## config.mk

```make
export PLATFORM = sky130hd
export DESIGN_NAME = seq_alu_carry
export DESIGN_NICKNAME = d
export VERILOG_FILES = /design/src/rtl/seq_alu_pkg.sv /design/src/rtl/seq_alu_decode.sv /design/src/rtl/seq_alu_adder.sv /design/src/rtl/seq_alu_bitwise.sv /design/src/rtl/seq_alu_carry.sv
export SDC_FILE = /design/constraint.sdc
export NUM_CORES = 1
export LEC_CHECK = 0
export BUFFER_PORTS_ARGS = -buffer_cell sky130_fd_sc_hd__buf_2
export CORE_AREA = 4 4 74 144
export CTS_BUF_LIST = sky130_fd_sc_hd__clkbuf_4
export CTS_CLUSTER_SIZE = 8
export DETAILED_ROUTE_END_ITERATION = 12
export DIE_AREA = 0 0 78 148
export GPL_TIMING_DRIVEN = 0
export PLACE_DENSITY = 0.82
export SLEW_MARGIN = 10
export SYNTH_ARGS = -nofsm -noshare
export SYNTH_HDL_FRONTEND = slang
export SYNTH_SLANG_ARGS = --single-unit
```

## constraint.sdc

```tcl
create_clock -name clk -period 8.6 [get_ports clk]
set_input_delay 1.72 -clock clk [delete_from_list [all_inputs] [get_ports clk]]
set_output_delay 1.72 -clock clk [all_outputs]
set_load 0.01 [all_outputs]
```

## src/rtl/seq_alu_pkg.sv

```systemverilog
package seq_alu_pkg;

    localparam int OPW = 5;

    localparam logic [OPW-1:0] OP_ADD  = 5'd0;
    localparam logic [OPW-1:0] OP_ADC  = 5'd1;
    localparam logic [OPW-1:0] OP_SUB  = 5'd2;
    localparam logic [OPW-1:0] OP_SBB  = 5'd3;
    localparam logic [OPW-1:0] OP_XOR  = 5'd8;
    localparam logic [OPW-1:0] OP_OR   = 5'd9;
    localparam logic [OPW-1:0] OP_AND  = 5'd10;
    localparam logic [OPW-1:0] OP_ANDN = 5'd11;
    localparam logic [OPW-1:0] OP_NAND = 5'd12;

    typedef enum logic [2:0] {
        LG_XOR  = 3'd0,
        LG_OR   = 3'd1,
        LG_AND  = 3'd2,
        LG_ANDN = 3'd3,
        LG_NAND = 3'd4
    } logic_fn_e;

    // decoded control for one operation
    typedef struct packed {
        logic      arith;     // goes through the adder, may update the flag
        logic      logic_op;  // goes through the bitwise slice
        logic      sub;       // invert B in the adder
        logic      chain;     // adder carry-in comes from the flag
        logic_fn_e lfn;
    } op_dec_t;

    typedef struct packed {
        logic carry;
    } flag_st_t;

endpackage

```

## src/rtl/seq_alu_decode.sv

```systemverilog
module seq_alu_decode
    import seq_alu_pkg::*;
(
    input  logic [OPW-1:0] code,
    output op_dec_t        dec
);

    always_comb begin
        dec = '{arith: 1'b0, logic_op: 1'b0, sub: 1'b0, chain: 1'b0, lfn: LG_XOR};
        case (code)
            OP_ADD:  dec.arith = 1'b1;
            OP_ADC:  begin dec.arith = 1'b1; dec.chain = 1'b1; end
            OP_SUB:  begin dec.arith = 1'b1; dec.sub = 1'b1; end
            OP_SBB:  begin dec.arith = 1'b1; dec.sub = 1'b1; dec.chain = 1'b1; end
            OP_XOR:  begin dec.logic_op = 1'b1; dec.lfn = LG_XOR;  end
            OP_OR:   begin dec.logic_op = 1'b1; dec.lfn = LG_OR;   end
            OP_AND:  begin dec.logic_op = 1'b1; dec.lfn = LG_AND;  end
            OP_ANDN: begin dec.logic_op = 1'b1; dec.lfn = LG_ANDN; end
            OP_NAND: begin dec.logic_op = 1'b1; dec.lfn = LG_NAND; end
            default: ;
        endcase
    end

endmodule

```

## src/rtl/seq_alu_adder.sv

```systemverilog
// One adder serves all four arithmetic codes: subtraction is A + ~B + cin,
// where cin is 1 for plain subtract and the flag for the chained forms.
module seq_alu_adder #(
    parameter int W = 32
) (
    input  logic [W-1:0] a,
    input  logic [W-1:0] b,
    input  logic         flag,
    input  logic         sub,
    input  logic         chain,
    output logic [W-1:0] sum,
    output logic         cout
);

    logic [W-1:0] b_eff;
    logic         cin;

    assign b_eff = sub ? ~b : b;
    assign cin   = chain ? flag : sub;
    assign {cout, sum} = {1'b0, a} + {1'b0, b_eff} + {{W{1'b0}}, cin};

endmodule

```

## src/rtl/seq_alu_bitwise.sv

```systemverilog
module seq_alu_bitwise
    import seq_alu_pkg::*;
#(
    parameter int W = 32
) (
    input  logic [W-1:0] a,
    input  logic [W-1:0] b,
    input  logic_fn_e    fn,
    output logic [W-1:0] y
);

    for (genvar i = 0; i < W; i++) begin : g_bit
        assign y[i] = (fn == LG_XOR)  ? (a[i] ^ b[i])  :
                      (fn == LG_OR)   ? (a[i] | b[i])  :
                      (fn == LG_AND)  ? (a[i] & b[i])  :
                      (fn == LG_ANDN) ? (a[i] & ~b[i]) :
                                        ~(a[i] & b[i]);
    end

endmodule

```

## src/rtl/seq_alu_carry.sv

```systemverilog
module seq_alu_carry
    import seq_alu_pkg::*;
#(
    parameter int W = 32
) (
    input  logic           clk,
    input  logic           rst,
    input  logic           en,
    input  logic [W-1:0]   op_a,
    input  logic [W-1:0]   op_b,
    input  logic [OPW-1:0] op_code,
    output logic [W-1:0]   result,
    output logic           invalid,
    output logic           carry
);

    op_dec_t      dec;
    logic [W-1:0] add_sum;
    logic         add_cout;
    logic [W-1:0] lg_out;
    flag_st_t     st_d, st_q;

    seq_alu_decode u_dec (
        .code (op_code),
        .dec  (dec)
    );

    seq_alu_adder #(.W(W)) u_add (
        .a     (op_a),
        .b     (op_b),
        .flag  (st_q.carry),
        .sub   (dec.sub),
        .chain (dec.chain),
        .sum   (add_sum),
        .cout  (add_cout)
    );

    seq_alu_bitwise #(.W(W)) u_lg (
        .a  (op_a),
        .b  (op_b),
        .fn (dec.lfn),
        .y  (lg_out)
    );

    always_comb begin
        st_d = st_q;
        if (rst) begin
            st_d.carry = 1'b0;
        end else if (en && dec.arith) begin
            st_d.carry = add_cout;
        end
    end

    always_ff @(posedge clk) begin
        st_q <= st_d;
    end

    always_comb begin
        if (dec.arith) begin
            result = add_sum;
        end else if (dec.logic_op) begin
            result = lg_out;
        end else begin
            result = '0;
        end
    end

    assign invalid = ~(dec.arith | dec.logic_op);
    assign carry   = st_q.carry;

endmodule

```

Word-level counts from Yosys, hierarchy flattened. Cells that the tools add are included. W data, S select, Z words.

Order comparisons: 0. Bitwise gates (word level): 195. Mux-type cells: 137. Multiply operators: 0. Shifts and indexed selects: 0. Equal/unequal tests: 11. Add/subtract/negate cells: 2. Reduce and logical (&&, ||, !) cells: 7. Divide/modulo/power cells: 0.

Operators with widths (count): $mux W1 (133); $mux W32 (3); $not A1 Y1 (65); $and A1 B1 Y1 (64); $add A32 B32 Y33 (1); $add A33 B1 Y33 (1); $or A1 B1 Y1 (33); $not A32 Y32 (1); $xor A1 B1 Y1 (32); $eq A5 B4 Y1 const B (5); $pmux W3 S4 (1); $eq A5 B2 Y1 const B (2); $eq A3 B2 Y1 const B (2); $eq A5 B1 Y1 const B (1); $logic_not A5 Y1 (1); $reduce_or A5 Y1 (1); $reduce_or A2 Y1 (2); $reduce_or A4 Y1 (1); $eq A3 B1 Y1 const B (1); $logic_not A3 Y1 (1); $logic_and A1 B1 Y1 (1).

Register bits: 1. ROM bits: 0. Memories kept: 0. Bits in latches: 0. Bits in writable memories: 0. Output and inout port bits: 34. Word-level logic and storage cells: 353. Input bits: 72.

Logic depth before layout (Yosys ltp).
Word-level depth: 9. Mapped depth: 15. Gate-level depth less buffers: 14.

By module. A second synthesis with hierarchy kept.

Cell total of the unflattened synthesis: 696. Area, all modules: 5302.6 um^2.

By module, submodules not included: seq_alu_bitwise (sequential area each 0.0 um^2, instances 1, area each 2706.3 um^2, cells an instance 358); seq_alu_adder (sequential area each 0.0 um^2, instances 1, area each 2064.5 um^2, cells an instance 279); seq_alu_carry (sequential area each 20.0 um^2, instances 1, area each 462.9 um^2, cells an instance 49); seq_alu_decode (sequential area each 0.0 um^2, instances 1, area each 68.8 um^2, cells an instance 10).

Least setup slack after synthesis. No wires, ideal clock.

Path kind: input-to-output. Start point: in op_code[3]. End point: out result[30]. Arrival time: 5013 ps. Required time: 6880 ps. Buffers on the path: 2. Stages: 14. Path slack: 1867 ps. Cell sequence: nor3_1 -> and2_1 -> clkbuf_1 -> buf_2 -> xnor2_1 -> ha_1 -> a21o_1 -> a21o_1 -> a221o_1 -> a32o_1 -> o31ai_2 -> o31ai_2 -> xnor2_1 -> o22ai_1.

Cells in the longest elaborated chain, start to end: 9. Elaborated cells on any way between the ends: 32. Classes of those cells: add/sub: 2; eq/ne: 11; mux: 13; reduce/logical: 6.

RTL lines: from (decl) (RTL line seq_alu_carry.sv:11) `input logic [OPW-1:0] op_code,`; parallel branches: the longest is 8 deep, another holds $add A32 B32 Y33; $mux W32 * (RTL line seq_alu_carry.sv:59) `if (dec.arith) begin`; to (decl) (RTL line seq_alu_carry.sv:12) `output logic [W-1:0] result,`.

Mark *: on every way between the ends.

Worst setup path in the final report.
Start point: in op_code[2]. End point: out result[31].

The elaborated chain is that of the path after synthesis.

==> metrics.cfg <==
[worst_setup_path]
worstPathArrival_ns=6.40
r2r-end=carry
ff2ff_path_depth=13
ff2ff_setup_slack_ns=5.34
criticalPathCategory=input port to output port
worstPathRequired_ns=6.88
critPathCaptureType=output port
crit_fanout=10
crit_start=op_code[2]
r2r_start=carry
worstSetupStartpointType=input port

[floorplan]
chipWidth_um=78
rows=50
start_util=0.4932
core_region_area_um2=9447
io_pins=106
die_h_um=148
dieArea_um2=11540

[pwr]
cellPowerDensity_nw_per_um2=64.73
p_switching_uw=204.1
switching_share=0.5900
p_total_uw=345.8
leakagePower_nw=2.559
p_clk_frac=0
peakVddDrop_mv=0.03031
power_frac_comb=0.985
p_int_uw=141.8
p_seq_frac=0.015

[hold_path]
hold_start=carry
min_to=carry
whs_path_depth=2
hold_path.class=register to register

[finish]
final_common_cell=a21oi_1
diodes=0
largest_reg_flops=1
final_core_util=0.5656
nets=955
final_layout_size_suffix_gt1_frac=0.1620
layout_common_cells=a21oi_1, buf_2, ha_1, inv_1, nand2_1
area_delta_synth_final_pct=14.66

[placed_design]
gp_congestion=1.009
hpwl_um=13050
io_buffers=104

[yosys]
ys_seq_area_frac=0.004296
synth_enable_flop_cells=0
synthArstFlopShare=0
syn_inst=680
ys_warn_count=0
syn_nets=849
synthFlopType=dfxtp_1
synth_cell_type_count=60
synth_area_um2=4659
synth-seq-cells=1
syn_avg_cell_area_um2=6.852

[job]
drv_cap=0

[clock_network]
insertion_delay_ns=0
cts_resized=0
postCtsSetupBuffers=0
path_clk_slew_ns=0
cts_hold_buf=0

[global_routing]
grt_usage=0.2646
gr-total-overflow=0
grt_start_max_net_pins=11
grt_pass1_vias=5468
antenna_found_initial=0
grt_pass1_wl_um=25060

[sta]
rsz0062_at_grt=false
max_freq_mhz=123.2
final-max-slew-violation-count=0
tightest_slew_ns=1.185
setup_viol=0
slew-limit-headroom=0.2039
hold_viol_final=0
clock_skew_ns=0
min_period_over_period=0.9438
min_period_ns=8.117
tns_ns=0

[routing]
ant_nets=0
drtPass1Iterations=6
drt-total-wl_um=16040
drc=0
viasPerCell=6.186
first_iter_violations=413
vias=5654
avgRoutedWirePerCell_um=17.55

[status]
status=finished, final reports clean

[critical path, stage by stage]
cell	delay, ns
buf_2	0.14
nor3_1	0.94
and2_1	0.24
clkbuf_1	0.24
buf_2	0.40
xnor2_1	0.17
ha_1	0.30
and2_1	0.20
a221oi_2	0.29
a21oi_1	0.18
o2111ai_1	0.33
a2111oi_0	0.18
nor4_1	0.52
xor2_1	0.25
o22ai_1	0.12
buf_2	0.17
[worst max path at each step]
stage | endpoint | depth (start not counted)
after floorplan | result[30] | 14
after global placement | result[31] | 16
after detailed placement | result[31] | 16
after CTS | result[31] | 16
after global routing | result[30] | 17
final | result[31] | 16
[cells by family (layout without fill, tap and decap cells)]
| logic type | after synthesis | in the layout | synth area share |
|---|---|---|---|
| compound gates | 286 | 286 | 0.3907 |
| xor+xnor | 59 | 59 | 0.1109 |
| fa+ha+maj | 97 | 97 | 0.2637 |
| buf+inv | 113 | 217 | 0.09452 |
| flops | 1 | 1 | 0.004297 |
| mux | 1 | 1 | 0.002148 |
| simple gates | 123 | 123 | 0.1337 |
[cells in the mapped netlist (18+ instances only)]
library cell  instances  area share
inv_1                68       0.055
a21oi_1             115        0.12
clkbuf_1             30       0.024
xnor2_1              43       0.081
a21o_1               18       0.029
o21ai_0              21       0.023
nand2_1              47       0.038
ha_1                 95        0.26
o22ai_1              20       0.027
a211oi_1             46       0.074
[power by group through the flow]
stage	registers, mW	logic, mW	clock network [mW]
after floorplan	0.00509	0.233	0
after global placement	0.00503	0.330	0
after detailed placement	0.00503	0.334	0
after CTS	0.00504	0.336	0
after global routing	0.00507	0.376	0
final	0.00506	0.341	0
[area by class of cell]
type                    instances  area [µm²]
plain buffers                  45       185.2
well taps                     130       162.7
multi-input cells             566        4199
fillers                       961        4104
flip-flops and latches          1       20.02
inverters                      68       255.2
repair buffers                104       520.5
[per-layer routing]
layer	wire [µm]	track usage	share of wire
met5	0	0	0
met4	1235	0.1848	0.077
met3	772	0.01280	0.048
met2	8467	0.5073	0.53
met1	5568	0.2635	0.35
[metrics by stage]
| stage | area [µm²] | setup WS (ns) | instances | hold WS (ns) |
|---|---|---|---|---|
| after global routing | 5343 | 0.2759 | 914 | 0.5588 |
| after global placement | 5343 | 0.5890 | 914 | 0.5231 |
| after floorplan | 4659 | 1.867 | 680 | 0.5418 |
| after CTS | 5343 | 0.5742 | 914 | 0.5335 |
| final | 5343 | 0.4833 | 914 | 0.5390 |
| after detailed placement | 5343 | 0.6105 | 914 | 0.5312 |
Note: power is estimated with default switching activity, not from simulation.
